===== src/rtl/sprite_seq_pkg.sv =====
package sprite_seq_pkg;

   typedef enum logic [1:0] {
      ST_IDLE  = 2'd0,
      ST_EMIT  = 2'd1,
      ST_REARM = 2'd2
   } seq_state_e;

   localparam int SHAPE_PLUS  = 0;
   localparam int SHAPE_BLOCK = 1;

   function automatic int shape_len(input int sel);
      return (sel == SHAPE_BLOCK) ? 4 : 5;
   endfunction

   function automatic int idx_width(input int n);
      return (n <= 2) ? 1 : $clog2(n);
   endfunction

endpackage


===== src/rtl/sprite_shape_rom.sv =====
module sprite_shape_rom #(
   parameter int SHAPE = 0,
   parameter int IW    = 3,
   parameter int OW    = 2
) (
   input  logic [IW-1:0] idx,
   output logic [OW-1:0] dx,
   output logic [OW-1:0] dy
);
   import sprite_seq_pkg::*;

   initial begin
      assert (OW >= 2) else $error("offset width too small");
      assert (SHAPE == SHAPE_PLUS || SHAPE == SHAPE_BLOCK) else $error("unknown shape");
   end

   generate
      if (SHAPE == SHAPE_PLUS) begin : g_plus
         always_comb begin
            case (idx)
               IW'(0):  begin dx = OW'(1); dy = OW'(0); end
               IW'(1):  begin dx = OW'(0); dy = OW'(1); end
               IW'(2):  begin dx = OW'(1); dy = OW'(1); end
               IW'(3):  begin dx = OW'(2); dy = OW'(1); end
               IW'(4):  begin dx = OW'(1); dy = OW'(2); end
               default: begin dx = '0;     dy = '0;     end
            endcase
         end
      end else begin : g_block
         always_comb begin
            dx = OW'(idx[0]);
            dy = OW'(idx[1]);
         end
      end
   endgenerate

endmodule


===== src/rtl/sprite_anchor_add.sv =====
module sprite_anchor_add #(
   parameter int XW = 9,
   parameter int YW = 8,
   parameter int OW = 2
) (
   input  logic          clk,
   input  logic          rst,
   input  logic          load,
   input  logic [XW-1:0] ax_in,
   input  logic [YW-1:0] ay_in,
   input  logic [OW-1:0] dx,
   input  logic [OW-1:0] dy,
   output logic [XW-1:0] px,
   output logic [YW-1:0] py
);
   logic [XW-1:0] anc_x;
   logic [YW-1:0] anc_y;

   initial begin
      assert (XW > OW && YW > OW) else $error("coordinate width below offset width");
   end

   always_ff @(posedge clk) begin
      if (rst) begin
         anc_x <= '0;
         anc_y <= '0;
      end else if (load) begin
         anc_x <= ax_in;
         anc_y <= ay_in;
      end
   end

   // modulo-width add, no clipping
   always_comb begin
      px = anc_x + XW'(dx);
      py = anc_y + YW'(dy);
   end

   // anchor only moves on a load
   a_r7_anchor_hold: assert property (@(posedge clk) disable iff (rst)
      !load |=> ($stable(anc_x) && $stable(anc_y)));

endmodule


===== src/rtl/sprite_seq_ctrl.sv =====
module sprite_seq_ctrl #(
   parameter int NPIX = 5,
   parameter int IW   = 3
) (
   input  logic          clk,
   input  logic          rst,
   input  logic          go,
   output logic          load,
   output logic          emit,
   output logic          last,
   output logic [IW-1:0] idx
);
   import sprite_seq_pkg::*;

   localparam logic [IW-1:0] LAST_IDX = IW'(NPIX - 1);

   seq_state_e state, state_nx;
   logic [IW-1:0] idx_nx;

   initial begin
      assert (NPIX >= 4) else $error("shape needs at least four pixels");
      assert ((1 << IW) >= NPIX) else $error("index too narrow");
   end

   always_comb begin
      state_nx = state;
      idx_nx   = idx;
      case (state)
         ST_IDLE: begin
            if (go) begin
               state_nx = ST_EMIT;
               idx_nx   = '0;
            end
         end
         ST_EMIT: begin
            if (idx == LAST_IDX) begin
               state_nx = ST_REARM;
               idx_nx   = '0;
            end else begin
               idx_nx = idx + IW'(1);
            end
         end
         ST_REARM: begin
            if (!go) state_nx = ST_IDLE;
         end
         default: begin
            state_nx = ST_IDLE;
            idx_nx   = '0;
         end
      endcase
   end

   always_ff @(posedge clk) begin
      if (rst) begin
         state <= ST_IDLE;
         idx   <= '0;
      end else begin
         state <= state_nx;
         idx   <= idx_nx;
      end
   end

   assign load = (state == ST_IDLE) && go;
   assign emit = (state == ST_EMIT);
   assign last = emit && (idx == LAST_IDX);

   // idle without a trigger stays quiet
   a_r2_idle_quiet: assert property (@(posedge clk) disable iff (rst)
      (state == ST_IDLE && !go) |=> !emit);
   // trigger in idle starts emission next cycle
   a_r2_start_next: assert property (@(posedge clk) disable iff (rst)
      (state == ST_IDLE && go) |=> (emit && idx == '0));
   // held trigger in re-arm wait never restarts
   a_r6_hold_rearm: assert property (@(posedge clk) disable iff (rst)
      (state == ST_REARM && go) |=> !emit);
   // emission runs to the end regardless of go
   a_r10_no_abort: assert property (@(posedge clk) disable iff (rst)
      (emit && !last) |=> (emit && idx == $past(idx) + IW'(1)));
   // index stays inside the shape
   a_r4_idx_range: assert property (@(posedge clk) disable iff (rst)
      emit |-> (idx <= LAST_IDX));

endmodule


===== src/rtl/sprite_seq.sv =====
module sprite_seq #(
   parameter int XW    = 9,
   parameter int YW    = 8,
   parameter int SHAPE = 0
) (
   input  logic          clk,
   input  logic          rst,
   input  logic          go,
   input  logic [XW-1:0] anchor_x,
   input  logic [YW-1:0] anchor_y,
   output logic          pix_valid,
   output logic [XW-1:0] pix_x,
   output logic [YW-1:0] pix_y,
   output logic          pix_last
);
   import sprite_seq_pkg::*;

   localparam int NPIX = shape_len(SHAPE);
   localparam int IW   = idx_width(NPIX);
   localparam int OW   = 2;

   logic          load, emit, last;
   logic [IW-1:0] idx;
   logic [OW-1:0] dx, dy;

   initial begin
      assert (XW >= 4 && YW >= 4) else $error("coordinate widths too small");
   end

   sprite_seq_ctrl #(.NPIX(NPIX), .IW(IW)) ctrl_i (
      .clk (clk), .rst (rst), .go (go),
      .load(load), .emit(emit), .last(last), .idx(idx)
   );

   sprite_shape_rom #(.SHAPE(SHAPE), .IW(IW), .OW(OW)) rom_i (
      .idx(idx), .dx(dx), .dy(dy)
   );

   sprite_anchor_add #(.XW(XW), .YW(YW), .OW(OW)) add_i (
      .clk(clk), .rst(rst), .load(load),
      .ax_in(anchor_x), .ay_in(anchor_y),
      .dx(dx), .dy(dy), .px(pix_x), .py(pix_y)
   );

   assign pix_valid = emit;
   assign pix_last  = last;

   // reset clears the strobes
   a_r1_reset_clear: assert property (@(posedge clk)
      $past(rst) |-> (!pix_valid && !pix_last));
   // completion flag only with a pixel
   a_r5_last_with_pixel: assert property (@(posedge clk) disable iff (rst)
      pix_last |-> pix_valid);
   // completion flag lasts one cycle
   a_r5_last_single: assert property (@(posedge clk) disable iff (rst)
      pix_last |=> !pix_last);
   // silence right after the last pixel
   a_r8_quiet_after: assert property (@(posedge clk) disable iff (rst)
      pix_last |=> !pix_valid);

endmodule


===== config.mk =====
export PLATFORM = sky130hd
export DESIGN_NAME = sprite_seq
export DESIGN_NICKNAME = d
export VERILOG_FILES = /design/src/rtl/sprite_seq_pkg.sv /design/src/rtl/sprite_shape_rom.sv /design/src/rtl/sprite_anchor_add.sv /design/src/rtl/sprite_seq_ctrl.sv /design/src/rtl/sprite_seq.sv
export SDC_FILE = /design/constraint.sdc
export NUM_CORES = 1
export LEC_CHECK = 0
export ABC_AREA = 1
export BUFFER_PORTS_ARGS = -buffer_cell sky130_fd_sc_hd__buf_2
export CAP_MARGIN = 20
export CELL_PAD_IN_SITES_DETAIL_PLACEMENT = 1
export CELL_PAD_IN_SITES_GLOBAL_PLACEMENT = 2
export CORE_ASPECT_RATIO = 0.5
export CORE_MARGIN = 4
export CORE_UTILIZATION = 30
export DETAILED_ROUTE_END_ITERATION = 8
export GPL_TIMING_DRIVEN = 0
export HOLD_SLACK_MARGIN = 0.08
export PLACE_DENSITY = 0.89
export SETUP_SLACK_MARGIN = 0.5
export SKIP_CTS_REPAIR_TIMING = 1
export SYNTH_ARGS = -nofsm -noshare
export SYNTH_HDL_FRONTEND = slang
export SYNTH_HIERARCHICAL = 1
export SYNTH_SLANG_ARGS = --single-unit
export TNS_END_PERCENT = 30

===== constraint.sdc =====
create_clock -name clk -period 2.8 [get_ports clk]
set_input_delay 0.28 -clock clk [delete_from_list [all_inputs] [get_ports clk]]
set_output_delay 0.28 -clock clk [all_outputs]
set_load 0.03 [all_outputs]

==> impl_metrics.env, run 1 <==
export IMPL_grt_use_total_pct=13.2
export IMPL_clk_path_buf_depth=2
export IMPL_antenna_found_initial=0
export IMPL_diodes=0
export IMPL_powerDensity_mw_per_mm2=450
export IMPL_yosys_warnings=6
export IMPL_critPathKind="reg2out"
export IMPL_avgSynthCellArea_um2=7.16
export IMPL_final_common_cell="nand2_1"
export IMPL_place_hpwl_um=2840
export IMPL_fill_cells=592
export IMPL_io_pins=39
export IMPL_final_cell_mix="58 x nand2_1, 34 x buf_2, 25 x inv_1"
export IMPL_drt_iter0_drc=16
export IMPL_place_congestion=0.764
export IMPL_critPathMaxStageDelay_ps=390
export IMPL_htreeDepth=1
export IMPL_die_h_um=56.1
export IMPL_finalHoldViolations=0
export IMPL_port_buffers=38
export IMPL_regArea_um2=452
export IMPL_cts_tree="done"
export IMPL_grt_pass1_wl_um=6310
export IMPL_hold_path_class="in2reg"
export IMPL_layout_drive_gt1_share_pct=32.8
export IMPL_root_buffer="clkbuf_8"
export IMPL_final_core_util_pct=40.0
export IMPL_path_cells="nor2_1 > nor2_1 > ha_2 > inv_2 > fa_2 > inv_2 > nand3_2 > nor2_1 > nand2_1 > nand2_1 > buf_6"
export IMPL_die_w_um=104
export IMPL_tns_ps=0
export IMPL_drtAntennaViolNets=0
export IMPL_postSynthCellCount=194
export IMPL_setup_ws_ps=593
export IMPL_layout_min_cycle_time_ps=2210
export IMPL_tightestPinTransition_ps=230
export IMPL_placementRows=17
export IMPL_crit_arrival_ps=1930
export IMPL_path_common_cell="nor2_1"
export IMPL_crit_family="adder cells"
export IMPL_p_clk_share_pct=29.1
export IMPL_highest_layer="met4"
export IMPL_cts_buffers=3
export IMPL_routed_via_density=4.61
export IMPL_fin_crit_sh_pct=78.8
export IMPL_cp_end_kind="primary output"
export IMPL_synth_async_sr_flop_share_pct=0
export IMPL_wl_met3_um=132
export IMPL_multi_input_area_um2=796
export IMPL_die_area_mm2=0.00585
export IMPL_dr_wl_met2_um=1860
export IMPL_firstDrtPassIters=4
export IMPL_slew_headroom_pct=84.6
export IMPL_gr_total_overflow=0
export IMPL_start_util_pct=31.4
export IMPL_clk_pin_slew_worst_paths_ps=80
export IMPL_clock_skew_ps=5.02
export IMPL_leakagePower_nw=0.826
export IMPL_share_comb_of_total_power_pct=26.4
export IMPL_rsz0062_at_grt="yes"
export IMPL_layout_nets=267
export IMPL_wl_per_cell_um=12.5
export IMPL_pre_cts_ws_ps=636
export IMPL_finalSetupViolCount=0
export IMPL_synth_flop_cell="dfxtp_1"
export IMPL_drt_total_wl_um=3690
export IMPL_vias=1360
export IMPL_grt_max_degree=13
export IMPL_syn_area_mm2=0.00139
export IMPL_swShare_pct=32.7
export IMPL_irDropWorstVdd_mv=0.187
export IMPL_crit_path_start_kind="flop"
export IMPL_mappedNetlistNets=222
export IMPL_status="finished clean"
export IMPL_p_int_uw=535
export IMPL_crit_slowest_cell="dfxtp_4"
export IMPL_cap_violations=0
export IMPL_ys_ff_latch=22
export IMPL_met1Wirelength_um=1670
export IMPL_max_freq_ghz=0.453
export IMPL_switchingPower_uw=260
export IMPL_crit_buf_inv=3
export IMPL_synth_distinct_cells=22
export IMPL_cp_max_fo=7
export IMPL_drv_slew=0
export IMPL_grt_pass1_vias=1415
export IMPL_p_seq_share_pct=44.5
export IMPL_yosysSeqAreaShare_pct=31.7
export IMPL_cts_sinks=22
export IMPL_area_growth_pct=27.4
export IMPL_synth_enable_flop_cells=0
export IMPL_clock_latency_ps=260
export IMPL_cp_required_ps=2520
export IMPL_fp_coreArea_mm2=0.00442
export IMPL_remaining_drc_errors=0
kinds of logic after synthesis:
group,after synthesis,share of synthesized area (%)
simple gates,101,30.7
buf+inv,35,12.7
compound gates,24,14.1
flops,22,31.7
fa+ha+maj,8,8.29
xor+xnor,4,2.52
per-layer routing:
layer,track usage [%],vias to the layer above
met3,3.48,2
met5,0,-
met4,3.41,0
met2,23.1,19
li1,-,699
met1,16.1,640
final timing paths:
kind                                                    from                          end  slack (ps)  depth (start not counted)
worst min register to register   add_i/anc_x[0]$_SDFFE_PP0P_  add_i/anc_x[0]$_SDFFE_PP0P_         480                          2
worst max-delay path              ctrl_i/idx[0]$_SDFFE_PP0P_                     pix_y[6]         590                         11
worst max register to register  ctrl_i/state[1]$_SDFFE_PP0P_  add_i/anc_y[0]$_SDFFE_PP0P_        1530                          8
worst min-delay path                                     rst   ctrl_i/idx[1]$_SDFFE_PP0P_         250                          2
flip-flops by register name, summed over array words and instances, names as in the netlist:
| signal | flops |
|---|---|
| ctrl_i/idx | 3 |
| add_i/anc_x | 9 |
| ctrl_i/state | 2 |
| add_i/anc_y | 8 |
synth_stat cells, types with 2 or more instances:
master    instances  area [um^2]
nor2_1           21         78.8
nand3_1          15         75.1
a211oi_2         10          125
inv_2             2         7.51
buf_4             2         15.0
xnor2_1           3         26.3
nand3b_1          2         15.0
nand2_1          58          218
inv_1            27          101
dfxtp_1          22          440
ha_1              6         75.1
a21oi_1          13         65.1
nand2_2           2         12.5
fa_1              2         40.0
buf_8             2         30.0
layout make-up:
| cell class | count | area share, % |
|---|---|---|
| multi-input cells | 137 | 45.0 |
| repair buffers | 40 | 12.4 |
| clock buffers | 4 | 3.11 |
| flip-flops and latches | 22 | 25.5 |
| plain buffers | 5 | 3.18 |
| inverters | 30 | 6.79 |
| well taps | 57 | 4.03 |
per-stage QoR:
stage / total power, mW / hold WS [ps] / instances / area (um^2)
2_1_floorplan: 0.508 / 349 / 194 / 1390
3_3_place_gp: 0.564 / 450 / 289 / 1650
3_5_place_dp: 0.570 / 466 / 289 / 1650
4_1_cts: 0.809 / 247 / 293 / 1710
5_1_grt: 0.850 / 248 / 295 / 1770
6_report: 0.795 / 249 / 295 / 1770
power by group through the flow:
| stage | clock network [mW] | registers, mW | logic [mW] |
|---|---|---|---|
| 5_1_grt | 0.258 | 0.357 | 0.234 |
| 3_5_place_dp | 0 | 0.362 | 0.208 |
| 3_3_place_gp | 0 | 0.361 | 0.204 |
| 6_report | 0.232 | 0.354 | 0.210 |
| 2_1_floorplan | 0 | 0.356 | 0.152 |
| 4_1_cts | 0.245 | 0.355 | 0.208 |
Note: power is estimated with default switching activity, not from simulation.
==> inputs of run 2 (changes only) <==
--- a/config.mk
+++ b/config.mk
@@ -12,11 +12,11 @@
 export CELL_PAD_IN_SITES_GLOBAL_PLACEMENT = 2
 export CORE_ASPECT_RATIO = 0.5
 export CORE_MARGIN = 4
-export CORE_UTILIZATION = 30
+export CORE_UTILIZATION = 25
 export DETAILED_ROUTE_END_ITERATION = 8
 export GPL_TIMING_DRIVEN = 0
 export HOLD_SLACK_MARGIN = 0.08
-export PLACE_DENSITY = 0.89
+export PLACE_DENSITY = 0.8
 export SETUP_SLACK_MARGIN = 0.5
 export SKIP_CTS_REPAIR_TIMING = 1
 export SYNTH_ARGS = -nofsm -noshare
==> constraint.sdc (replaced) <==
create_clock -name clk -period 1.89 [get_ports clk]
set_input_delay 0.189 -clock clk [delete_from_list [all_inputs] [get_ports clk]]
set_output_delay 0.189 -clock clk [all_outputs]
set_load 0.03 [all_outputs]
==> impl_metrics.env, run 2 (synthesis results as in run 1) <==
export IMPL_powerDensity_mw_per_mm2=672
export IMPL_hold_path_depth=2
export IMPL_cts_buffers=3
export IMPL_largest_reg_flops=9
export IMPL_routed_via_density=4.39
export IMPL_area_growth_pct=43.1
export IMPL_die_area_mm2=0.00688
export IMPL_drv_slew=0
export IMPL_min_from="rst"
export IMPL_p_int_uw=920
export IMPL_crit_reg2reg_launch="ctrl_i/state[0]$_SDFFE_PP0P_"
export IMPL_cap_violations=0
export IMPL_clock_skew_ps=1.80
export IMPL_gr_total_overflow=0
export IMPL_start_util_pct=27.0
export IMPL_io_pins=39
export IMPL_htreeDepth=1
export IMPL_grt_use_total_pct=12.3
export IMPL_clk_pin_slew_worst_paths_ps=90
export IMPL_top_regs="add_i/anc_x (9), add_i/anc_y (8), ctrl_i/idx (3)"
export IMPL_swShare_pct=31.2
export IMPL_hold_end="ctrl_i/idx[0]$_SDFFE_PP0P_"
export IMPL_root_buffer="clkbuf_8"
export IMPL_post_dp_cell_area_mm2=0.00176
export IMPL_fill_cells=645
export IMPL_switchingPower_uw=416
export IMPL_final_core_util_pct=38.7
export IMPL_irDropWorstVdd_mv=0.282
export IMPL_max_freq_ghz=0.447
export IMPL_cts_tree="done"
export IMPL_fp_coreArea_mm2=0.00513
export IMPL_regMostFlops="add_i/anc_x"
export IMPL_die_h_um=60.7
export IMPL_critPathKind="reg2out"
export IMPL_slew_headroom_pct=80.2
export IMPL_r2r_cells=7
export IMPL_drt_total_wl_um=3920
export IMPL_drt_iter0_drc=40
export IMPL_port_buffers=38
export IMPL_grt_pass1_wl_um=6670
export IMPL_clk_path_buf_depth=2
export IMPL_placementRows=18
export IMPL_grt_max_degree=14
export IMPL_share_comb_of_total_power_pct=26.3
export IMPL_drtAntennaViolNets=0
export IMPL_setup_ws_ps=-348
export IMPL_firstDrtPassIters=4
export IMPL_final_common_cell="nand2_1"
export IMPL_stdcell_area_mm2=0.00199
export IMPL_pre_cts_ws_ps=-90.3
export IMPL_violations="setup timing"
export IMPL_final_cell_mix="52 x nand2_1, 26 x buf_2, 25 x inv_1"
export IMPL_rrSetupSlack_ps=640
export IMPL_diodes=0
export IMPL_cts_sinks=22
export IMPL_finalSetupViolCount=14
export IMPL_r2r_end="add_i/anc_y[7]$_SDFFE_PP0P_"
export IMPL_grt_pass1_vias=1474
export IMPL_cp_required_ps=1700
export IMPL_remaining_drc_errors=0
export IMPL_layout_nets=270
export IMPL_layout_min_cycle_time_ps=2240
export IMPL_wl_per_cell_um=12.6
export IMPL_clock_latency_ps=270
export IMPL_cp_end_kind="primary output"
export IMPL_antenna_found_initial=0
export IMPL_die_w_um=113
export IMPL_place_congestion=0.714
export IMPL_rsz0062_at_grt="yes"
export IMPL_crit_path_start_kind="flop"
export IMPL_finalHoldViolations=0
export IMPL_tightestPinTransition_ps=297
export IMPL_layout_drive_gt1_share_pct=40.7
export IMPL_vias=1365
export IMPL_status="finished, violations left"
export IMPL_leakagePower_nw=0.885
export IMPL_p_clk_share_pct=34.0
export IMPL_hold_path_class="in2reg"
export IMPL_crit_arrival_ps=2050
export IMPL_cp_max_fo=6
export IMPL_fin_crit_sh_pct=118
export IMPL_p_seq_share_pct=39.7
export IMPL_place_hpwl_um=3080
[run 2: cell count changes in the layout (fill, tap and decap cells not counted), moves of 2 or more]
cell	previous run	this run
buf_2	34	26
buf_6	2	10
nand2_1	58	52
nand2_2	2	7
xnor2_1	3	0
buf_4	6	8
ha_1	5	3
ha_2	1	3
nor2_1	20	18
xnor2_2	0	2
[run 2: power groups by stage]
| stage | Combinational [mW] | Clock (mW) | Sequential [mW] |
|---|---|---|---|
| after floorplan | 0.236 | 0 | 0.534 |
| after global placement | 0.316 | 0 | 0.542 |
| after detailed placement | 0.324 | 0 | 0.544 |
| after CTS | 0.325 | 0.471 | 0.533 |
| after global routing | 0.387 | 0.489 | 0.536 |
| final | 0.352 | 0.454 | 0.530 |
[run 2: final cells by class]
cell class | count | area, um^2 | share of cell area [%]
buffer | 5 | 56.3 | 2.83
clock buffer | 3 | 41.3 | 2.08
clock inverter | 1 | 30.0 | 1.51
inverter | 30 | 120 | 6.05
multi-input combinational | 137 | 907 | 45.7
sequential | 22 | 453 | 22.8
tap | 70 | 87.6 | 4.41
timing repair buffer | 43 | 292 | 14.7
[run 2: metal layers]
| metal | global-route usage [%] | routed length, um | vias up |
|---|---|---|---|
| li1 | - | - | 703 |
| met1 | 15.0 | 1840 | 640 |
| met2 | 22.1 | 1900 | 18 |
| met3 | 3.19 | 151 | 4 |
| met4 | 3.08 | 37 | 0 |
| met5 | 0 | 0 | - |
[run 2: how the worst max path moves through the flow]
stage	startpoint	to	slack [ps]
5_1_grt	ctrl_i/idx[0]$_SDFFE_PP0P_	pix_y[6]	-460
3_5_place_dp	ctrl_i/idx[1]$_SDFFE_PP0P_	pix_y[6]	-90
4_1_cts	ctrl_i/idx[1]$_SDFFE_PP0P_	pix_y[6]	-410
6_report	ctrl_i/idx[0]$_SDFFE_PP0P_	pix_y[6]	-350
3_3_place_gp	ctrl_i/idx[1]$_SDFFE_PP0P_	pix_y[6]	-70
2_1_floorplan	ctrl_i/idx[1]$_SDFFE_PP0P_	pix_y[6]	190
[run 2: worst max-delay path, cell delays in order (launching register included)]
cell     delay (ps)
dfxtp_4         390
nor2_1           50
nor2_1          110
ha_2            200
inv_2            40
fa_2            400
inv_2            80
nand3_4         130
o21ai_4         200
nand2_4          50
buf_6           130
[run 2: through the flow]
stage / power [mW] / hold WS, ps / setup TNS, ps / std cells
6_report: 1.34 / 150 / -2400 / 311
2_1_floorplan: 0.769 / 251 / 0 / 194
4_1_cts: 1.33 / 151 / -2800 / 306
3_3_place_gp: 0.858 / 437 / -124 / 302
3_5_place_dp: 0.868 / 442 / -280 / 302
5_1_grt: 1.41 / 148 / -4170 / 311
==> inputs of run 3 (changes only) <==
==> constraint.sdc (replaced) <==
create_clock -name clk -period 1.89 [get_ports clk]
set_input_delay 0.189 -clock clk [delete_from_list [all_inputs] [get_ports clk]]
set_output_delay 0.189 -clock clk [all_outputs]
set_load 0.02 [all_outputs]
==> impl_metrics.env, run 3 (synthesis results as in run 1) <==
export IMPL_status="finished, violations left"
export IMPL_violations="setup timing"
export IMPL_fp_coreArea_mm2=0.00513
export IMPL_vias=1334
export IMPL_cts_sinks=22
export IMPL_cts_buffers=3
export IMPL_layout_min_cycle_time_ps=2130
export IMPL_dp_cells=302
export IMPL_clock_skew_ps=1.55
export IMPL_tightestPinTransition_ps=308
export IMPL_port_buffers=38
export IMPL_start_util_pct=27.0
export IMPL_place_hpwl_um=3080
export IMPL_grt_use_total_pct=11.9
export IMPL_cap_violations=0
export IMPL_routed_via_density=4.33
export IMPL_cp_max_fo=7
export IMPL_r2r_cells=8
export IMPL_crit_reg2reg_launch="ctrl_i/state[0]$_SDFFE_PP0P_"
export IMPL_finalHoldViolations=0
export IMPL_die_w_um=113
export IMPL_drtAntennaViolNets=0
export IMPL_die_area_mm2=0.00688
export IMPL_clock_latency_ps=270
export IMPL_final_cell_mix="54 x nand2_1, 25 x inv_1, 25 x buf_2"
export IMPL_io_pins=39
export IMPL_top_regs="add_i/anc_x (9), add_i/anc_y (8), ctrl_i/idx (3)"
export IMPL_die_h_um=60.7
export IMPL_slew_headroom_pct=79.4
export IMPL_leakagePower_nw=0.843
export IMPL_setup_ws_ps=-240
export IMPL_stdcell_area_mm2=0.00187
export IMPL_clk_path_buf_depth=2
export IMPL_grt_pass1_wl_um=6530
export IMPL_grt_pass1_vias=1460
export IMPL_final_common_cell="nand2_1"
export IMPL_crit_path_start_kind="flop"
export IMPL_tns_ps=-1160
export IMPL_regMostFlops="add_i/anc_x"
export IMPL_drt_iter0_drc=34
export IMPL_layout_nets=267
export IMPL_hold_ws_ps=147
export IMPL_hold_end="ctrl_i/idx[1]$_SDFFE_PP0P_"
export IMPL_layout_cells_non_filler=308
export IMPL_irDropWorstVdd_mv=0.268
export IMPL_r2r_end="add_i/anc_x[7]$_SDFFE_PP0P_"
export IMPL_fin_crit_sh_pct=113
export IMPL_rsz0062_at_grt="yes"
export IMPL_gr_total_overflow=0
export IMPL_max_freq_ghz=0.469
export IMPL_pre_cts_ws_ps=10.8
export IMPL_grt_max_degree=13
export IMPL_powerDensity_mw_per_mm2=630
export IMPL_root_buffer="clkbuf_8"
export IMPL_placementRows=18
export IMPL_drt_total_wl_um=3860
export IMPL_diodes=0
export IMPL_rrSetupSlack_ps=600
export IMPL_layout_drive_gt1_share_pct=39.1
export IMPL_finalSetupViolCount=9
export IMPL_place_congestion=0.720
export IMPL_antenna_found_initial=0
export IMPL_wl_per_cell_um=12.5
export IMPL_critPathKind="reg2out"
export IMPL_firstDrtPassIters=2
export IMPL_crit_arrival_ps=1940
export IMPL_remaining_drc_errors=0
export IMPL_clk_pin_slew_worst_paths_ps=80
export IMPL_htreeDepth=1
export IMPL_p_total_mw=1.18
export IMPL_hold_path_depth=2
export IMPL_cp_required_ps=1700
export IMPL_largest_reg_flops=9
export IMPL_area_growth_pct=34.7
export IMPL_hold_path_class="in2reg"
export IMPL_min_from="rst"
export IMPL_cp_end_kind="primary output"
export IMPL_post_dp_cell_area_mm2=0.00172
export IMPL_final_core_util_pct=36.4
export IMPL_drv_slew=0
export IMPL_cts_tree="done"
run 3: changes by cell type in the layout (fill, tap and decap cells not counted), moves of 2 or more:
cell      previous run  this run
buf_6               10         2
buf_4                8        16
nor2_2               2         4
nand2_1             52        54
clkbuf_4             2         0
run 3: how the worst max path moves through the flow:
stage / cells after the start / to / start / slack [ps]
after floorplan: 8 / pix_y[4] / ctrl_i/idx[1]$_SDFFE_PP0P_ / 240
after global placement: 11 / pix_y[6] / ctrl_i/idx[1]$_SDFFE_PP0P_ / 40
after detailed placement: 11 / pix_y[6] / ctrl_i/idx[1]$_SDFFE_PP0P_ / 10
after CTS: 11 / pix_y[6] / ctrl_i/idx[1]$_SDFFE_PP0P_ / -310
after global routing: 9 / pix_x[8] / ctrl_i/idx[2]$_SDFFE_PP0P_ / -340
final: 10 / pix_y[6] / ctrl_i/idx[1]$_SDFFE_PP0P_ / -240
run 3: power breakdown:
part	switching (mW)	total, mW	internal (mW)
Clock	0.162	0.348	0.186
Combinational	0.176	0.304	0.128
Sequential	0.0343	0.527	0.493
Total	0.373	1.18	0.806
run 3: area by class of cell:
| class | instances | area [um^2] |
|---|---|---|
| multi-input cells | 137 | 857 |
| flip-flops and latches | 22 | 453 |
| fillers | 657 | 3260 |
| clock buffers | 4 | 55.1 |
| inverters | 30 | 120 |
| well taps | 70 | 87.6 |
| repair buffers | 40 | 241 |
| plain buffers | 5 | 56.3 |
run 3: critical path, stage by stage, from the launching register on:
cell     delay (ps)
dfxtp_4         390
nor2_1           50
nor2_1          100
ha_2            210
inv_2            40
fa_2            360
inv_2            80
nand3_4          90
o21ai_2         170
nand2_2          70
buf_6           120
run 3: metal layers:
metal	part of all wire (%)	global-route usage (%)	vias up
met5	0	0	-
met4	0	2.05	0
met3	3.6	2.49	0
met2	50	22.6	20
met1	46	14.3	618
li1	-	-	696
